$ cat src/rtl/rxerr_pkg.sv
package rxerr_pkg;
  localparam int unsigned CNT_W = 8;

  typedef struct packed {
    logic crc_bad;
    logic addr_hit;
    logic runt;
  } frm_flags_t;
endpackage

$ cat src/rtl/rxerr_qualify.sv
module rxerr_qualify
  import rxerr_pkg::*;
(
  input  logic       stb_i,
  input  frm_flags_t flags_i,
  input  logic       runt_accept_i,
  output logic       inc_o
);
  logic len_ok;

  assign len_ok = !flags_i.runt || runt_accept_i;
  assign inc_o  = stb_i && flags_i.crc_bad && flags_i.addr_hit && len_ok;
endmodule

$ cat src/rtl/rxerr_sat_cnt.sv
module rxerr_sat_cnt #(
  parameter int unsigned CNT_W = 8
) (
  input  logic             clk_i,
  input  logic             rst_ni,
  input  logic             inc_i,
  input  logic             clr_i,
  output logic [CNT_W-1:0] cnt_o
);
  localparam logic [CNT_W-1:0] CNT_MAX = {CNT_W{1'b1}};
  localparam logic [CNT_W-1:0] CNT_ONE = CNT_W'(1);

  logic [CNT_W-1:0] cnt_q, cnt_d;

  always_comb begin
    cnt_d = cnt_q;
    if (clr_i)                         cnt_d = inc_i ? CNT_ONE : '0; // keep colliding event
    else if (inc_i && cnt_q != CNT_MAX) cnt_d = cnt_q + CNT_ONE;
  end

  always_ff @(posedge clk_i or negedge rst_ni) begin
    if (!rst_ni) cnt_q <= '0;
    else         cnt_q <= cnt_d;
  end

  assign cnt_o = cnt_q;

  a_r2_step: assert property (@(posedge clk_i) disable iff (!rst_ni)
    (!clr_i && inc_i && cnt_q != CNT_MAX) |=> cnt_q == $past(cnt_q) + CNT_ONE);
  a_r6_hold: assert property (@(posedge clk_i) disable iff (!rst_ni)
    (!clr_i && !inc_i) |=> $stable(cnt_q));
  a_r7_stick: assert property (@(posedge clk_i) disable iff (!rst_ni)
    (!clr_i && cnt_q == CNT_MAX) |=> cnt_q == CNT_MAX);
  a_r8_clear: assert property (@(posedge clk_i) disable iff (!rst_ni)
    (clr_i && !inc_i) |=> cnt_q == '0);
  a_r9_collide: assert property (@(posedge clk_i) disable iff (!rst_ni)
    (clr_i && inc_i) |=> cnt_q == CNT_ONE);
endmodule

$ cat src/rtl/rx_crc_err_counter.sv
module rx_crc_err_counter
  import rxerr_pkg::*;
(
  input  logic             clk_i,
  input  logic             rst_ni,
  input  logic             frm_stb_i,
  input  logic             frm_crc_bad_i,
  input  logic             frm_addr_hit_i,
  input  logic             frm_runt_i,
  input  logic             runt_accept_i,
  input  logic             rd_stb_i,
  output logic [CNT_W-1:0] rd_data_o
);
  frm_flags_t flags;
  logic       inc;

  assign flags = '{crc_bad: frm_crc_bad_i, addr_hit: frm_addr_hit_i, runt: frm_runt_i};

  rxerr_qualify u_qual (
    .stb_i        (frm_stb_i),
    .flags_i      (flags),
    .runt_accept_i(runt_accept_i),
    .inc_o        (inc)
  );

  rxerr_sat_cnt #(.CNT_W(CNT_W)) u_cnt (
    .clk_i (clk_i),
    .rst_ni(rst_ni),
    .inc_i (inc),
    .clr_i (rd_stb_i),
    .cnt_o (rd_data_o)
  );

  a_r3_no_addr: assert property (@(posedge clk_i) disable iff (!rst_ni)
    (!rd_stb_i && !frm_addr_hit_i) |=> $stable(rd_data_o));
  a_r4_crc_ok: assert property (@(posedge clk_i) disable iff (!rst_ni)
    (!rd_stb_i && !frm_crc_bad_i) |=> $stable(rd_data_o));
  a_r5_runt_off: assert property (@(posedge clk_i) disable iff (!rst_ni)
    (!rd_stb_i && frm_runt_i && !runt_accept_i) |=> $stable(rd_data_o));
endmodule

$ cat config.mk
export PLATFORM = sky130hd
export DESIGN_NAME = rx_crc_err_counter
export DESIGN_NICKNAME = d
export VERILOG_FILES = /design/src/rtl/rxerr_pkg.sv /design/src/rtl/rxerr_qualify.sv /design/src/rtl/rxerr_sat_cnt.sv /design/src/rtl/rx_crc_err_counter.sv
export SDC_FILE = /design/constraint.sdc
export NUM_CORES = 1
export LEC_CHECK = 0
export BUFFER_PORTS_ARGS = -buffer_cell sky130_fd_sc_hd__buf_2
export CAP_MARGIN = 20
export CORE_AREA = 2 2 39 41
export DETAILED_ROUTE_END_ITERATION = 16
export DIE_AREA = 0 0 41 43
export HOLD_SLACK_MARGIN = 0.03
export PLACE_DENSITY = 0.61
export RECOVER_POWER = 50
export SLEW_MARGIN = 30
export SYNTH_ARGS = -nofsm -noshare
export SYNTH_HDL_FRONTEND = slang
export SYNTH_SLANG_ARGS = --single-unit
$ cat constraint.sdc
create_clock -name clk_i -period 4.2 [get_ports clk_i]
set_clock_uncertainty 0.15 [all_clocks]
set_input_delay 0.21 -clock clk_i [delete_from_list [all_inputs] [get_ports clk_i]]
set_output_delay 0.21 -clock clk_i [all_outputs]
set_load 0.03 [all_outputs]
Word-level counts from Yosys, hierarchy flattened
Cells that the tools add are included.
{"block": "word_totals", "register_bits": 8, "input_bits": 8, "out_inout_bits": 8, "wordCells": 13}
{"block": "op_classes", "add_sub_neg": 1, "n_eq_ne": 1, "muxes": 3, "reduce_logical": 7}
{"cell": "$mux W8", "count": 2}
{"cell": "$add A8 B1 Y8 const B", "count": 1}
{"cell": "$ne A8 B8 Y1 const B", "count": 1}
{"cell": "$logic_and A1 B1 Y1", "count": 4}
{"cell": "$reduce_bool A2 Y1", "count": 1}
{"cell": "$logic_not A1 Y1", "count": 1}
{"cell": "$logic_or A1 B1 Y1", "count": 1}
{"cell": "$mux W1", "count": 1}

Depth between registers and ports, before layout
{"block": "logic_depth", "word_depth": 6, "ltp_mapped": 5, "ltp_nobuf": 5}

Hierarchy
A second synthesis with hierarchy kept.
{"block": "hier_totals", "cells_unflattened": 50, "area_unflattened_um2": 490.5}
{"mod": "rxerr_sat_cnt", "instances": 1, "cells_each": 47, "area_each_um2": 473.0, "seq_area_each_um2": 200.2}
{"mod": "rxerr_qualify", "instances": 1, "cells_each": 3, "area_each_um2": 17.5, "seq_area_each_um2": 0.0}

Least setup slack after synthesis
Ideal clock, no wire load.
{"block": "synth_path", "kind": "register to register", "start": "register u_cnt.cnt_q[0] (netlist: u_cnt.cnt_o[0])", "end": "register u_cnt.cnt_q[5] (netlist: u_cnt.cnt_o[5])", "setup_ps": 125, "arrival_ps": 1565, "t_required_ps": 3925, "path_slack_ps": 2361, "path_stages_with_launch": 6, "n_path_buf": 0, "synth_period_minus_slack_ps": 1839, "cell_sequence": "dfrtp_1 > ha_1 > nand3_1 > nor2_1 > nor4_1 > mux2_2"}
{"block": "synth_via", "elab_chain_len": 3, "word_cells_on_any_way": 6, "classes_between": "1 x add/sub; 1 x eq/ne; 2 x mux; 2 x reduce/logical"}
{"element": "start: declaration", "line_no": "rxerr_sat_cnt.sv:13", "source": "logic [CNT_W-1:0] cnt_q, cnt_d;"}
{"element": "start signal: assignment", "line_no": "rxerr_sat_cnt.sv:23", "source": "else cnt_q <= cnt_d;"}
{"element": "$add A8 B1 Y8 / $ne A8 B8 Y1 (equally long branches)", "line_no": "rxerr_sat_cnt.sv:18", "source": "else if (inc_i && cnt_q != CNT_MAX) cnt_d = cnt_q + CNT_ONE;"}
{"element": "$mux W8 / $logic_and A1 B1 Y1 (equally long branches)", "line_no": "rxerr_sat_cnt.sv:18"}
{"element": "$mux W8 / $reduce_bool A2 Y1 (equally long branches)"}
Several ways; a longest one is shown, not always the timed one. The select of a mux whose other input is x is not followed.
A chain may end at the register's enable or synchronous reset.

Final worst setup path
Ends and elaborated chain as after synthesis.

==> impl_metrics.json <==
{
  "numCtsBuffers": 3,
  "cp_max_fo": 8,
  "io_pins": 16,
  "wl_microns": 1040,
  "syn_area_sq_um": 479,
  "tightest_slew_ns": 0.433,
  "cts_tree": "yes",
  "rrSetupSlack_ns": 2.41,
  "largest_reg_flops": 8,
  "core_region_area_sq_um": 1380,
  "rows": 14,
  "drive_gt1_share_pct": 26.1,
  "slowest_stage": "dfrtp_1",
  "placed_cell_area_sq_um": 559,
  "ir_worst_vdd_mv": 0.149,
  "fin_setup_tns_ns": 0,
  "syn_inst": 52,
  "cpPeakStageDelay_ns": 0.42,
  "yosysSeqAreaShare_pct": 41.8,
  "firstDrtPassIters": 4,
  "end_kind": "flop",
  "fill_cells": 141,
  "reg2reg_from": "u_cnt.cnt_o[0]",
  "grt_pass1_wl_microns": 1720,
  "post_cts_buffers": 0,
  "report.final.slew_viol_count": 0,
  "yosys.area_share.xor_xnor_pct": 0,
  "syn_avg_cell_area_sq_um": 9.22,
  "avgRoutedWirePerCell_microns": 12.2,
  "maxCapViolCount": 0,
  "start_util_pct": 34.6,
  "clkSinkCount": 8,
  "period_minus_slack_ns": 1.79,
  "fmax_ghz": 0.557,
  "drc": 0,
  "grt_max_degree": 12,
  "synth_top_family_by_area": "simple AND/OR/NAND/NOR gates",
  "synthMuxAreaShare_pct": 4.44,
  "hold_violations": 0,
  "pre_cts_ws_ns": 2.41,
  "synth_compound_area_share_pct": 15.7,
  "status": "finished clean",
  "final_cell_mix": "buf_2, dfrtp_1, nand3_1, a21oi_1, clkbuf_1",
  "yosys_warnings": 0,
  "synth_fa_ha_area_share_pct": 2.61,
  "worstReg2RegEnd": "u_cnt.cnt_o[5]",
  "leakage_nw": 0.246,
  "vias_per_cell": 5.51,
  "fin_area_sq_um": 586,
  "startpoint_type": "flop",
  "rsz0062_at_grt": "false",
  "area_delta_synth_final_pct": 22.2,
  "drtIter0Drc": 8,
  "synth_cell_types": 25,
  "hp-class": "primary input to flop",
  "antennaDiodeCount": 0,
  "postCtsResizedCells": 0,
  "num_vias": 468,
  "synth_top_area_cell": "dfrtp_1",
  "min_from": "rd_stb_i",
  "dpl.hpwl_microns": 782,
  "synthSimpleGateAreaFrac_pct": 31.6,
  "dieArea_sq_um": 1760,
  "period_share_pct": 42.7,
  "crit_chain": "ha_1, nand3_1, nor2_1, nor4_1, mux2_2",
  "final_common_cell": "buf_2",
  "gp_congestion": 0.769,
  "synth-seq-cells": 8,
  "power.density_nw_per_um2": 270,
  "clkLatencyLatePin_ns": 0.26,
  "antenna_found_initial": 0,
  "required_ns": 4.20,
  "root_buffer": "clkbuf_4",
  "startpoint": "u_cnt.cnt_o[0]",
  "dieHeight_microns": 43,
  "die_w_microns": 41,
  "final_core_util_pct": 42.3,
  "nets": 80,
  "synth.net_count": 61,
  "fin_ws_ns": 2.41,
  "synth_top_area_share_pct": 41.8,
  "crit_type": "flop to flop",
  "grt.total_usage_pct": 14.3,
  "ant_nets": 0,
  "holdPathStages": 2,
  "port-buffer-count": 15,
  "htreeDepth": 1,
  "clk_pin_slew_ns": 0.06,
  "slew_headroom_pct": 71.0,
  "reg2regPathDepth": 5,
  "crit_arrival_ns": 1.79,
  "finalSetupViolCount": 0,
  "min_to": "u_cnt.cnt_o[6]",
  "synth_area_leaders": "dfrtp_1, a21oi_1, nand3_1, o31ai_1, or4_1",
  "grt_overflow": 0,
  "total_power_uw": 158,
  "cts_buffer_depth": 2,
  "cts_hold_buf": 1,
  "grt_pass1_vias": 417
}
-- final cells by class --
| cell class | count | area, sq um | share of cell area, % |
|---|---|---|---|
| clock buffers | 3 | 22.5 | 3.85 |
| well taps | 16 | 20.0 | 3.42 |
| inverters | 1 | 3.75 | 0.641 |
| repair buffers | 16 | 78.8 | 13.5 |
| flip-flops and latches | 8 | 200 | 34.2 |
| multi-input cells | 41 | 260 | 44.4 |
-- power breakdown --
part / total [mW] / switching, mW / internal, mW
clock network: 0.0622 / 0.0293 / 0.0329
registers: 0.0797 / 0.00144 / 0.0783
logic: 0.0162 / 0.00964 / 0.00652
total: 0.158 / 0.0403 / 0.118
-- cells in the mapped netlist (all sizes together) --
cell and count:
ha 1, dfrtp 8, buf 2, or2 2, or3 1, nand4 1
o41ai 1, mux2 1, nor2 4, nand3 6, o21ai 1, nor2b 2
inv 1, a211o 1, a21oi 6, o31ai 3, nor3 1, nand2b 1
mux2i 1, nand2 3, nor4 2, or4 3
-- metal layers --
layer / up-vias / share of wire (%) / GRT usage [%] / routed length, microns
li1: 236 / - / - / -
met1: 220 / 45 / 19.6 / 466
met2: 8 / 49 / 20.9 / 510
met3: 4 / 3.7 / 3.14 / 38
met4: 0 / 2.0 / 6.00 / 21
met5: - / 0 / 0 / 0
-- cells by family (layout without fill, tap and decap cells) --
family          count (synthesis)  count (layout)
compound gates                 12              12
fa+ha+maj                       1               1
buf+inv                         3              20
flops                           8               8
mux                             2               2
simple gates                   26              26
-- critical path, delay by kind of cell (launching register included) --
| kind | cells | cell delay, ns |
|---|---|---|
| fa+ha+maj | 1 | 0.26 |
| flops | 1 | 0.42 |
| mux | 1 | 0.37 |
| simple gates | 3 | 0.48 |
-- metrics by stage --
step / hold slack, ns / instances
final: 0.0838 / 85
after CTS: 0.0890 / 85
after detailed placement: -0.0851 / 81
after floorplan: -0.236 / 52
after global routing: 0.114 / 85
after global placement: -0.0864 / 81
-- how the worst max path moves through the flow --
| stage | slack, ns | depth (start not counted) | to |
|---|---|---|---|
| CTS | 2.40 | 5 | u_cnt.cnt_o[5] |
| global placement | 2.47 | 5 | u_cnt.cnt_o[5] |
| global route | 2.30 | 5 | u_cnt.cnt_o[5] |
| finish | 2.41 | 5 | u_cnt.cnt_o[5] |
| floorplan | 2.36 | 5 | u_cnt.cnt_o[5] |
| detailed placement | 2.41 | 5 | u_cnt.cnt_o[5] |
No activity file was read; power rests on OpenSTA's default activity.
